--- src/rtl/clkroot_pkg.sv ---
package clkroot_pkg;
  localparam int unsigned WORD_W    = 32;
  localparam logic [3:0]  OFS_CMD   = 4'h0;
  localparam logic [3:0]  OFS_CFG   = 4'h4;
  localparam int unsigned BIT_UPD   = 0;
  localparam int unsigned BIT_DIRTY = 4;
  localparam int unsigned BIT_ROFF  = 31;
endpackage

--- src/rtl/clkroot_regs.sv ---
module clkroot_regs
  import clkroot_pkg::*;
#(
  parameter int unsigned SRC_W  = 3,
  parameter int unsigned DIV_W  = 5,
  parameter int unsigned SRC_SH = 8,
  parameter int unsigned DIV_SH = 0
) (
  input  logic              clk_i,
  input  logic              rst_ni,
  input  logic              we_i,
  input  logic [3:0]        addr_i,
  input  logic [WORD_W-1:0] wdata_i,
  output logic [WORD_W-1:0] rdata_o,
  input  logic              frame_end_i,
  input  logic              root_off_i,
  output logic [SRC_W-1:0]  act_src_o,
  output logic [DIV_W-1:0]  act_div_o,
  output logic              apply_o,
  output logic              upd_o,
  output logic              dirty_o,
  output logic              cfg_we_o
);
  logic [SRC_W-1:0] pend_src_q, act_src_q, new_src;
  logic [DIV_W-1:0] pend_div_q, act_div_q, new_div;
  logic upd_q, upd_d, dirty_q, dirty_d;
  logic cmd_we, cfg_we, changed, apply;

  always_comb begin
    cmd_we  = we_i && (addr_i == OFS_CMD);
    cfg_we  = we_i && (addr_i == OFS_CFG);
    new_src = wdata_i[SRC_SH +: SRC_W];
    new_div = wdata_i[DIV_SH +: DIV_W];
    changed = cfg_we && ((new_src != pend_src_q) || (new_div != pend_div_q));
    apply   = upd_q && (frame_end_i || root_off_i);
    upd_d   = upd_q;
    if (apply) upd_d = 1'b0;
    if (cmd_we && wdata_i[BIT_UPD]) upd_d = 1'b1;
    dirty_d = dirty_q;
    if (apply) dirty_d = 1'b0;
    if (changed) dirty_d = 1'b1;
  end

  always_ff @(posedge clk_i or negedge rst_ni) begin
    if (!rst_ni) begin
      upd_q   <= 1'b0;
      dirty_q <= 1'b0;
    end else begin
      upd_q   <= upd_d;
      dirty_q <= dirty_d;
    end
  end

  always_ff @(posedge clk_i or negedge rst_ni) begin
    if (!rst_ni) begin
      pend_src_q <= '0;
      pend_div_q <= DIV_W'(1);
    end else if (cfg_we) begin
      pend_src_q <= new_src;
      pend_div_q <= new_div;
    end
  end

  always_ff @(posedge clk_i or negedge rst_ni) begin
    if (!rst_ni) begin
      act_src_q <= '0;
      act_div_q <= DIV_W'(1);
    end else if (apply) begin
      act_src_q <= pend_src_q;
      act_div_q <= pend_div_q;
    end
  end

  always_comb begin
    rdata_o = '0;
    if (addr_i == OFS_CMD) begin
      rdata_o[BIT_UPD]   = upd_q;
      rdata_o[BIT_DIRTY] = dirty_q;
      rdata_o[BIT_ROFF]  = root_off_i;
    end else if (addr_i == OFS_CFG) begin
      rdata_o[SRC_SH +: SRC_W] = pend_src_q;
      rdata_o[DIV_SH +: DIV_W] = pend_div_q;
    end
  end

  assign act_src_o = act_src_q;
  assign act_div_o = act_div_q;
  assign apply_o   = apply;
  assign upd_o     = upd_q;
  assign dirty_o   = dirty_q;
  assign cfg_we_o  = cfg_we;
endmodule

--- src/rtl/clkroot_divider.sv ---
module clkroot_divider #(
  parameter int unsigned DIV_W = 5
) (
  input  logic             clk_i,
  input  logic             rst_ni,
  input  logic             tick_i,
  input  logic             restart_i,
  input  logic [DIV_W-1:0] div_i,
  output logic             out_en_o,
  output logic             frame_end_o
);
  localparam int unsigned CW = DIV_W + 1;

  logic [CW-1:0] span, half_last, frame_last, cnt_q, cnt_d;
  logic hit, cnt_en, out_q;

  always_comb begin
    span        = (div_i == '0) ? CW'(2) : CW'(div_i) + CW'(1);
    half_last   = (span >> 1) - CW'(1);
    frame_last  = span - CW'(1);
    frame_end_o = tick_i && (cnt_q == frame_last);
    hit         = tick_i && ((cnt_q == half_last) || (cnt_q == frame_last));
    cnt_en      = tick_i || restart_i;
    if (restart_i || frame_end_o) cnt_d = '0;
    else                          cnt_d = cnt_q + CW'(1);
  end

  always_ff @(posedge clk_i or negedge rst_ni) begin
    if (!rst_ni)     cnt_q <= '0;
    else if (cnt_en) cnt_q <= cnt_d;
  end

  always_ff @(posedge clk_i or negedge rst_ni) begin
    if (!rst_ni) out_q <= 1'b0;
    else         out_q <= hit;
  end

  assign out_en_o = out_q;
endmodule

--- src/rtl/clkroot_activity.sv ---
module clkroot_activity #(
  parameter int unsigned TMO = 16
) (
  input  logic clk_i,
  input  logic rst_ni,
  input  logic tick_i,
  input  logic restart_i,
  output logic root_off_o
);
  localparam int unsigned IW = $clog2(TMO + 1);

  logic [IW-1:0] idle_q, idle_d;
  logic idle_en, at_limit;

  always_comb begin
    at_limit = (idle_q == IW'(TMO));
    idle_en  = tick_i || restart_i || !at_limit;
    idle_d   = (tick_i || restart_i) ? '0 : idle_q + IW'(1);
  end

  always_ff @(posedge clk_i or negedge rst_ni) begin
    if (!rst_ni)      idle_q <= '0;
    else if (idle_en) idle_q <= idle_d;
  end

  assign root_off_o = at_limit;
endmodule

--- src/rtl/clkroot_mux_div.sv ---
module clkroot_mux_div
  import clkroot_pkg::*;
#(
  parameter int unsigned NSRC     = 4,
  parameter int unsigned SRC_W    = 3,
  parameter int unsigned DIV_W    = 5,
  parameter int unsigned SRC_SH   = 8,
  parameter int unsigned DIV_SH   = 0,
  parameter int unsigned ROOT_TMO = 16
) (
  input  logic              clk_i,
  input  logic              rst_ni,
  input  logic [NSRC-1:0]   src_en_i,
  input  logic              reg_we_i,
  input  logic [3:0]        reg_addr_i,
  input  logic [WORD_W-1:0] reg_wdata_i,
  output logic [WORD_W-1:0] reg_rdata_o,
  output logic              out_en_o,
  output logic              root_off_o,
  output logic              dirty_o
);
  logic [1:0]       rst_sync_q;
  logic             rst_int_n;
  logic [SRC_W-1:0] act_src_w;
  logic [DIV_W-1:0] act_div_w;
  logic tick_w, apply_w, upd_w, dirty_w, cfg_we_w, frame_end_w, root_off_w;

  always_ff @(posedge clk_i or negedge rst_ni) begin
    if (!rst_ni) rst_sync_q <= 2'b00;
    else         rst_sync_q <= {rst_sync_q[0], 1'b1};
  end
  assign rst_int_n = rst_sync_q[1];

  always_comb begin
    tick_w = 1'b0;
    for (int i = 0; i < NSRC; i++) begin
      if (act_src_w == SRC_W'(i)) tick_w = src_en_i[i];
    end
  end

  clkroot_regs #(
    .SRC_W(SRC_W), .DIV_W(DIV_W), .SRC_SH(SRC_SH), .DIV_SH(DIV_SH)
  ) u_regs (
    .clk_i(clk_i), .rst_ni(rst_int_n),
    .we_i(reg_we_i), .addr_i(reg_addr_i), .wdata_i(reg_wdata_i),
    .rdata_o(reg_rdata_o),
    .frame_end_i(frame_end_w), .root_off_i(root_off_w),
    .act_src_o(act_src_w), .act_div_o(act_div_w),
    .apply_o(apply_w), .upd_o(upd_w), .dirty_o(dirty_w), .cfg_we_o(cfg_we_w)
  );

  clkroot_divider #(.DIV_W(DIV_W)) u_div (
    .clk_i(clk_i), .rst_ni(rst_int_n),
    .tick_i(tick_w), .restart_i(apply_w), .div_i(act_div_w),
    .out_en_o(out_en_o), .frame_end_o(frame_end_w)
  );

  clkroot_activity #(.TMO(ROOT_TMO)) u_act (
    .clk_i(clk_i), .rst_ni(rst_int_n),
    .tick_i(tick_w), .restart_i(apply_w), .root_off_o(root_off_w)
  );

  assign root_off_o = root_off_w;
  assign dirty_o    = dirty_w;
endmodule

--- config.mk ---
export PLATFORM = sky130hd
export DESIGN_NAME = clkroot_mux_div
export DESIGN_NICKNAME = d
export VERILOG_FILES = /design/src/rtl/clkroot_pkg.sv /design/src/rtl/clkroot_regs.sv /design/src/rtl/clkroot_divider.sv /design/src/rtl/clkroot_activity.sv /design/src/rtl/clkroot_mux_div.sv
export SDC_FILE = /design/constraint.sdc
export NUM_CORES = 1
export LEC_CHECK = 0
export BUFFER_PORTS_ARGS = -buffer_cell sky130_fd_sc_hd__buf_2
export CORE_AREA = 2 2 75 77
export DETAILED_ROUTE_END_ITERATION = 6
export DIE_AREA = 0 0 77 79
export GPL_TIMING_DRIVEN = 0
export PLACE_DENSITY = 0.85
export SLEW_MARGIN = 30
export SYNTH_ARGS = -nofsm -noshare
export SYNTH_HDL_FRONTEND = slang
export SYNTH_HIERARCHICAL = 1
export SYNTH_SLANG_ARGS = --single-unit
--- constraint.sdc ---
create_clock -name clk_i -period 1 [get_ports clk_i]
set_input_delay 0.05 -clock clk_i [delete_from_list [all_inputs] [get_ports clk_i]]
set_output_delay 0.05 -clock clk_i [all_outputs]
set_load 0.05 [all_outputs]
==> flow_metrics.env, run 1 <==
export IMPL_status="finished with violations"
export IMPL_violations="negative setup slack"
export IMPL_ys_warn_count=6
export IMPL_grt_first_pass_wirelength_um=9515
export IMPL_drt_iter0_drc=132
export IMPL_fp_dieW_um=77
export IMPL_clock_path_buffers=2
export IMPL_irDropWorstVdd_mv=1.538
export IMPL_core_area_mm2=0.005338
export IMPL_slowest_delay_ns=0.49
export IMPL_slew_viol_final=0
export IMPL_path_buf_inv=3
export IMPL_die_area_mm2=0.006083
export IMPL_wl_per_cell_um=15.33
export IMPL_cts_root_buf="clkbuf_8"
export IMPL_period_share_pct=330.1
export IMPL_worstPathRequired_ns=1.19
export IMPL_syn_avg_cell_area_um2=10.39
export IMPL_tightest_slew_ns=0.6538
export IMPL_htreeDepth=2
export IMPL_totalPowerFinal_mw=7.893
export IMPL_finalSetupViolCount=33
export IMPL_rsz0062_at_grt="true"
export IMPL_antenna_cells=0
export IMPL_crit_fanout=4
export IMPL_postSynthCellCount=224
export IMPL_layout_drive_gt1_share_pct=50.47
export IMPL_timing_hold_ws_ns=0.01676
export IMPL_globalplace_congestion=0.8211
export IMPL_crit_top_cell="inv_2"
export IMPL_endpoint_kind="flip-flop"
export IMPL_cts_inserted_buffers=5
export IMPL_antenna_left=0
export IMPL_fin_cells=389
export IMPL_place_inst=348
export IMPL_vias_per_cell=5.098
export IMPL_initial_utilization_pct=43.60
export IMPL_cp_start_kind="flip-flop"
export IMPL_timing_fmax_ghz=0.3029
export IMPL_maxCapViolations=0
export IMPL_dpl_hpwl_um=3407
export IMPL_rows=27
export IMPL_dp_slack_ns=-2.562
export IMPL_grt_max_degree=31
export IMPL_finalHoldViolCount=0
export IMPL_timing_slew_headroom_pct=56.41
export IMPL_crit_chain="inv_1 > ha_2 > nor4b_4 > nor2_2 > inv_2 > ha_4 > xor2_2 > nor3_2 > nand4b_1 > or4_4 > a21oi_4 > o21ai_4 > inv_2 > o2111ai_2 > xor2_1 > nor3_1"
export IMPL_overflow=0
export IMPL_setup_tns_final_ns=-49.08
export IMPL_critical_path_class="reg2reg"
export IMPL_cpMaxStageDelayCell="or4_4"
export IMPL_clock_latency_ns=0.29
export IMPL_min_period_ns=3.301
export IMPL_utilization_pct=61.23
export IMPL_drc_errors=0
export IMPL_dr_pass1_iters=4
export IMPL_antenna_found_initial=0
export IMPL_cts_tree="built"
export IMPL_grt_usage_pct=19.89
export IMPL_wirelength_um=5964
export IMPL_clk_pin_slew_worst_paths_ns=0.07
export IMPL_cts_sinks=32
export IMPL_power_density_mw_per_mm2=2415
export IMPL_fin_ws_ns=-2.301
export IMPL_vias=1983
export IMPL_io_buffers=30
export IMPL_worst_clock_skew_ns=0.003340
export IMPL_cp_arrival_ns=3.49
export IMPL_syn_to_final_growth_pct=40.43
export IMPL_hold_class="in2reg"
export IMPL_crit_family="simple AND/OR/NAND/NOR gates"
export IMPL_n_fill_cell=403
export IMPL_placed_cell_area_mm2=0.002696
export IMPL_syn_area_mm2=0.002327
export IMPL_die_y_um=79
export IMPL_io_pin_count=78
export IMPL_grt_pass1_vias=2021
export IMPL_final_area_mm2=0.003268
export IMPL_finalNetCount=367
export IMPL_p_leak_nw=1.543
[report_power, final]
part / total (mW) / internal [mW] / leakage, nW / switching, mW
clock: 1.38 / 0.879 / 0.0645 / 0.498
combinational: 4.41 / 2.14 / 1.07 / 2.27
sequential: 2.10 / 1.67 / 0.403 / 0.428
[layout by cell type, fill, tap and decap left out, types with 3 or more instances in the layout]
cell / n
dfrtp_1: 28
clkbuf_8: 7
buf_8: 10
a31oi_1: 4
inv_1: 3
buf_2: 21
or3_1: 3
ha_1: 4
ha_2: 3
nor3b_1: 8
nor3_1: 9
buf_6: 7
clkbuf_1: 3
nand3_1: 8
nand2_1: 7
conb_1: 24
and2_4: 7
nand4_1: 3
inv_2: 4
o21ai_0: 6
xnor2_1: 18
nor2_1: 4
buf_4: 51
xor2_1: 8
mux2_2: 18
[worst paths after layout]
path	start	endpoint	slack, ns	cells past startpoint
worst max register to register	u_regs/act_div_o[1]	u_div/cnt_q[3]	-2.30	16
worst min register to register	rst_sync_q[1]	u_regs/act_src_o[1]	0.30	0
max in group asynchronous	rst_sync_q[1]	u_regs/dirty_o	0.23	0
min in group asynchronous	rst_ni	rst_sync_q[1]	0.08	2
worst min-delay path	reg_wdata_i[10]	u_regs/pend_src_q[2]	0.02	2
worst max-delay path	u_regs/act_div_o[1]	u_div/cnt_q[3]	-2.30	16
[per-layer routing]
metal	share of wire (%)	track usage [%]	wire length [um]
met4	2.7	8.571	163
met3	5.7	4.318	341
met5	0	0	0
met2	54	37.19	3211
met1	38	21.70	2247
[repair_timing]
item | in CTS | in global routing
pin swaps | 9 | 3
endpoints found under the hold margin | 2 | 0
setup buffers | 26 | 8
setup endpoints to repair | 40 | 33
hold buffers | 1 | 0
resized for setup | 44 | 15
[area by class of cell]
| cell class | instances | area (um^2) | share of cell area [%] |
|---|---|---|---|
| multi-input cells | 175 | 1454 | 44.49 |
| well taps | 72 | 90.09 | 2.757 |
| clock inverters | 1 | 30.03 | 0.9188 |
| flip-flops and latches | 32 | 805.8 | 24.66 |
| inverters | 7 | 26.28 | 0.8040 |
| plain buffers | 32 | 235.2 | 7.198 |
| clock buffers | 7 | 96.34 | 2.948 |
| repair buffers | 63 | 530.5 | 16.23 |
[registers in the layout (all words and copies together) (netlist names)]
name	count
u_regs/pend_div_q	5
rst_sync_q	2
u_act/idle_q	5
u_div/cnt_q	6
u_regs/upd_o	1
u_div/out_en_o	1
u_regs/dirty_o	1
u_regs/act_src_o	3
u_regs/act_div_o	5
u_regs/pend_src_q	3
Note: power is estimated with default switching activity, not from simulation.
==> inputs of run 2 (changes only) <==
--- a/config.mk
+++ b/config.mk
@@ -11,6 +11,7 @@
 export DIE_AREA = 0 0 77 79
 export GPL_TIMING_DRIVEN = 0
 export PLACE_DENSITY = 0.85
+export SETUP_SLACK_MARGIN = 0.1
 export SLEW_MARGIN = 30
 export SYNTH_ARGS = -nofsm -noshare
 export SYNTH_HDL_FRONTEND = slang
==> flow_metrics.env, run 2 (synthesis results as in run 1) <==
export IMPL_clk_pin_slew_worst_paths_ns=0.07
export IMPL_vias_per_cell=5.189
export IMPL_period_share_pct=325.3
export IMPL_hold_class="in2reg"
export IMPL_grt_first_pass_wirelength_um=9777
export IMPL_utilization_pct=63.83
export IMPL_slew_viol_final=0
export IMPL_layout_drive_gt1_share_pct=50.63
export IMPL_globalplace_congestion=0.8658
export IMPL_antenna_cells=0
export IMPL_top_register="u_div/cnt_q"
export IMPL_cts_inserted_buffers=5
export IMPL_antenna_left=0
export IMPL_initial_utilization_pct=43.60
export IMPL_antenna_found_initial=0
export IMPL_maxCapViolations=0
export IMPL_overflow=0
export IMPL_status="finished with violations"
export IMPL_setup_tns_final_ns=-48.66
export IMPL_crit_fanout=5
export IMPL_grt_pass1_vias=2014
export IMPL_place_inst=348
export IMPL_fp_dieW_um=77
export IMPL_final_area_mm2=0.003407
export IMPL_dr_pass1_iters=4
export IMPL_critical_path_class="reg2reg"
export IMPL_worstPathRequired_ns=1.18
export IMPL_finalHoldViolCount=0
export IMPL_fin_cells=392
export IMPL_finalNetCount=370
export IMPL_syn_to_final_growth_pct=46.40
export IMPL_cp_arrival_ns=3.43
export IMPL_drt_iter0_drc=103
export IMPL_totalPowerFinal_mw=7.710
export IMPL_cts_sinks=32
export IMPL_multi_input_area_mm2=0.001521
export IMPL_power_density_mw_per_mm2=2263
export IMPL_drc_errors=0
export IMPL_cp_start_kind="flip-flop"
export IMPL_cts_tree="built"
export IMPL_final_cell_mix="buf_4 (45), dfrtp_1 (28), conb_1 (24)"
export IMPL_violations="negative setup slack"
export IMPL_min_period_ns=3.253
export IMPL_clock_latency_ns=0.30
export IMPL_irDropWorstVdd_mv=1.564
export IMPL_dp_slack_ns=-2.610
export IMPL_dpl_hpwl_um=3358
export IMPL_io_buffers=30
export IMPL_die_area_mm2=0.006083
export IMPL_grt_max_degree=31
export IMPL_clock_path_buffers=2
export IMPL_largest_reg_flops=6
export IMPL_die_y_um=79
export IMPL_reg2reg_depth=16
export IMPL_n_fill_cell=372
export IMPL_p_leak_nw=1.604
export IMPL_grt_usage_pct=20.62
export IMPL_htreeDepth=2
export IMPL_timing_fmax_ghz=0.3075
export IMPL_io_pin_count=78
export IMPL_hold_path_depth=2
export IMPL_timing_hold_ws_ns=0.01198
export IMPL_register_area_um2=808.3
export IMPL_vias=2034
export IMPL_endpoint_kind="flip-flop"
export IMPL_rsz0062_at_grt="true"
export IMPL_worst_clock_skew_ns=0.004650
export IMPL_core_area_mm2=0.005338
export IMPL_rows=27
export IMPL_finalSetupViolCount=35
export IMPL_placed_cell_area_mm2=0.002725
export IMPL_layout_commonest_cell="buf_4"
export IMPL_wl_per_cell_um=17.39
export IMPL_cts_root_buf="clkbuf_8"
export IMPL_fin_ws_ns=-2.253
export IMPL_wirelength_um=6817
run 2: cell types whose count changed in the layout (fill, tap and decap cells not counted), sizes merged:
cell	change
buf	+1
clkinv	+1
nand2	+1
run 2: final timing paths:
check	from	to	slack [ns]
worst max-delay path	u_regs/act_div_o[4]	u_act/idle_q[0]	-2.25
worst min register to register	rst_sync_q[1]	u_regs/act_src_o[0]	0.26
min in group asynchronous	rst_ni	rst_sync_q[1]	0.07
max in group asynchronous	rst_sync_q[1]	u_regs/act_div_o[0]	0.40
worst min-delay path	reg_wdata_i[1]	u_regs/pend_div_q[1]	0.01
worst max register to register	u_regs/act_div_o[4]	u_act/idle_q[0]	-2.25
run 2: critical path: stages (launching register included):
cell      delay, ns
dfrtp_1        0.41
buf_6          0.14
nor4b_4        0.43
nor2_2         0.07
inv_1          0.07
ha_2           0.21
xor2_2         0.18
nor3_2         0.05
nand4b_1       0.18
or4_4          0.46
a21oi_4        0.20
o21ai_4        0.08
inv_2          0.10
buf_4          0.13
buf_6          0.11
nor3b_1        0.06
mux2_4         0.27
run 2: repair_timing:
action	CTS	global route
cloned	1	2
pin swaps	7	5
buffers inserted	26	9
endpoints found under the hold margin	2	0
endpoints found under the setup margin	42	68
hold buffers	1	0
resized for setup	41	33
run 2: routing by layer:
metal  part of all wire [%]  GRT usage, %  routed length [um]
met5                      0             0                   0
met4                    4.1         11.43                 277
met3                    5.8         5.227                 395
met2                     55         37.54                3731
met1                     35         21.83                2413
run 2: area by class of cell:
cell class | count | share of cell area, %
Buffer | 32 | 7.198
Clock buffer | 6 | 2.130
Clock inverter | 2 | 1.028
Inverter | 7 | 0.7712
Multi-Input combinational cell | 176 | 44.66
Sequential cell | 32 | 23.72
Tap cell | 72 | 2.644
Timing Repair Buffer | 65 | 17.85
run 2: power by group:
group | leakage (nW) | switching [mW] | internal, mW
registers | 0.404 | 0.470 | 1.67
clock network | 0.0552 | 0.533 | 0.740
logic | 1.15 | 2.18 | 2.11
total | 1.60 | 3.18 | 4.53
==> inputs of run 3 (changes only) <==
--- a/config.mk
+++ b/config.mk
@@ -6,10 +6,11 @@
 export NUM_CORES = 1
 export LEC_CHECK = 0
 export BUFFER_PORTS_ARGS = -buffer_cell sky130_fd_sc_hd__buf_2
-export CORE_AREA = 2 2 75 77
+export CORE_AREA = 5 5 78 80
 export DETAILED_ROUTE_END_ITERATION = 6
-export DIE_AREA = 0 0 77 79
+export DIE_AREA = 0 0 83 85
 export GPL_TIMING_DRIVEN = 0
+export MAX_ROUTING_LAYER = met4
 export PLACE_DENSITY = 0.85
 export SETUP_SLACK_MARGIN = 0.1
 export SLEW_MARGIN = 30
==> flow_metrics.env, run 3 (synthesis results as in run 1) <==
export IMPL_totalPowerFinal_mw=7.379
export IMPL_layout_drive_gt1_share_pct=49.22
export IMPL_finalHoldViolCount=0
export IMPL_grt_first_pass_wirelength_um=9936
export IMPL_dpl_hpwl_um=3717
export IMPL_power_density_mw_per_mm2=2247
export IMPL_fin_ws_ns=-2.300
export IMPL_final_cell_mix="buf_4 (51), dfrtp_1 (28), conb_1 (24), buf_2 (19)"
export IMPL_grt_max_degree=31
export IMPL_power_frac_comb_pct=57.8
export IMPL_grt_pass1_vias=2063
export IMPL_drt_iter0_drc=167
export IMPL_rows=27
export IMPL_cts_sinks=32
export IMPL_finalNetCount=371
export IMPL_p_sw_mw=3.116
export IMPL_drc_errors=0
export IMPL_cts_tree="built"
export IMPL_wirelength_um=6634
export IMPL_finalSetupViolCount=33
export IMPL_worstPathRequired_ns=1.18
export IMPL_violations="negative setup slack"
export IMPL_rsz0062_at_grt="true"
export IMPL_die_area_mm2=0.007055
export IMPL_p_int_mw=4.263
export IMPL_crit_fanout=5
export IMPL_timing_fmax_ghz=0.3030
export IMPL_period_share_pct=330.0
export IMPL_wl_per_cell_um=16.88
export IMPL_p_leak_nw=1.551
export IMPL_vias=2006
export IMPL_worst_clock_skew_ns=0.007325
export IMPL_layout_commonest_cell="buf_4"
export IMPL_io_buffers=30
export IMPL_p_sw_share_pct=42.23
export IMPL_maxCapViolations=0
export IMPL_io_pin_count=78
export IMPL_overflow=0
export IMPL_cp_arrival_ns=3.48
export IMPL_clk_pin_slew_worst_paths_ns=0.07
export IMPL_p_seq_share_pct=28.9
export IMPL_vias_per_cell=5.104
export IMPL_antenna_cells=0
export IMPL_critical_path_class="reg2reg"
export IMPL_globalplace_congestion=0.8086
export IMPL_core_area_mm2=0.005338
export IMPL_cts_root_buf="clkbuf_8"
export IMPL_antenna_found_initial=0
export IMPL_clock_power_share_pct=13.4
export IMPL_initial_utilization_pct=43.60
export IMPL_min_period_ns=3.300
export IMPL_hold_class="in2reg"
export IMPL_clock_path_buffers=2
export IMPL_antenna_left=0
export IMPL_clock_latency_ns=0.29
export IMPL_htreeDepth=2
export IMPL_largest_reg_flops=6
export IMPL_cp_start_kind="flip-flop"
export IMPL_cts_inserted_buffers=5
export IMPL_status="finished with violations"
export IMPL_die_y_um=85
export IMPL_utilization_pct=61.53
export IMPL_irDropWorstVdd_mv=1.448
export IMPL_syn_to_final_growth_pct=41.13
export IMPL_slew_viol_final=0
export IMPL_top_register="u_div/cnt_q"
export IMPL_fp_dieW_um=83
export IMPL_endpoint_kind="flip-flop"
export IMPL_dr_pass1_iters=4
export IMPL_grt_usage_pct=18.10
==> run 3: cell count changes in the layout (fill, tap and decap cells not counted), moves of 2 or more <==
cell     change
ha_2         +2
buf_4        +6
mux2_4       -4
buf_6        -4
buf_2        +2
nor3b_1      +2
mux2_2       +4
==> run 3: worst paths after layout <==
kind,from,to,slack (ns),depth (start not counted)
max,u_regs/act_div_o[1],u_act/idle_q[1],-2.30,17
min,reg_wdata_i[1],u_regs/pend_div_q[1],0.02,2
max reg2reg,u_regs/act_div_o[1],u_act/idle_q[1],-2.30,17
min reg2reg,rst_sync_q[1],u_regs/act_src_o[1],0.27,0
max in group asynchronous,rst_sync_q[1],u_regs/act_div_o[0],0.39,0
min in group asynchronous,rst_ni,rst_sync_q[1],0.06,2
==> run 3: area by class of cell <==
cell class | count | area [um^2]
flip-flops and latches | 32 | 808.3
repair buffers | 67 | 576.8
clock buffers | 7 | 76.32
inverters | 7 | 26.28
fillers | 403 | 2053
clock inverters | 1 | 5.005
plain buffers | 32 | 241.5
well taps | 72 | 90.09
multi-input cells | 175 | 1460
==> run 3: power by group through the flow <==
stage / clock network, mW / registers [mW] / logic [mW]
detailed placement: 0 / 2.14 / 3.24
global route: 1.08 / 2.17 / 4.58
global placement: 0 / 2.11 / 3.08
finish: 0.987 / 2.13 / 4.26
floorplan: 0 / 2.16 / 2.59
CTS: 0.976 / 2.08 / 3.85
==> run 3: per-layer routing <==
layer	GRT usage, %	routed length [um]	up-vias
met5	-	0	-
met4	6.835	242	0
met3	4.660	496	19
met2	32.58	3526	90
met1	19.03	2368	964
li1	-	-	933
==> run 3: worst max-delay path: stages, from the launching register on <==
cell and delay, ns:
dfrtp_1 0.38, inv_1 0.07, ha_2 0.17, nor4b_4 0.38
nor2_2 0.09, inv_1 0.08, ha_2 0.20, xor2_2 0.18
nor3_1 0.06, nand4b_1 0.18, or4_4 0.46, a21oi_4 0.20
o21ai_4 0.07, inv_2 0.10, buf_4 0.13, buf_6 0.11
nor3b_1 0.05, mux2_4 0.29
==> run 3: what timing repair did <==
item	in CTS	in global routing
gates cloned	1	0
setup buffers	26	10
endpoints found under the hold margin	2	0
pin swaps	7	0
hold buffers	1	0
resized for setup	39	16
setup endpoints to repair	42	49
==> run 3: per-stage QoR <==
stage,setup TNS (ns),hold slack [ns],cell area (um^2),cells,worst slack (ns)
floorplan,-44.56,-0.2456,2485,246,-2.176
global placement,-55.95,-0.1644,2725,348,-2.460
detailed placement,-58.54,-0.1588,2725,348,-2.647
CTS,-46.58,0.01551,3152,384,-2.197
global route,-53.22,0.02613,3284,393,-2.447
finish,-49.26,0.01856,3284,393,-2.300
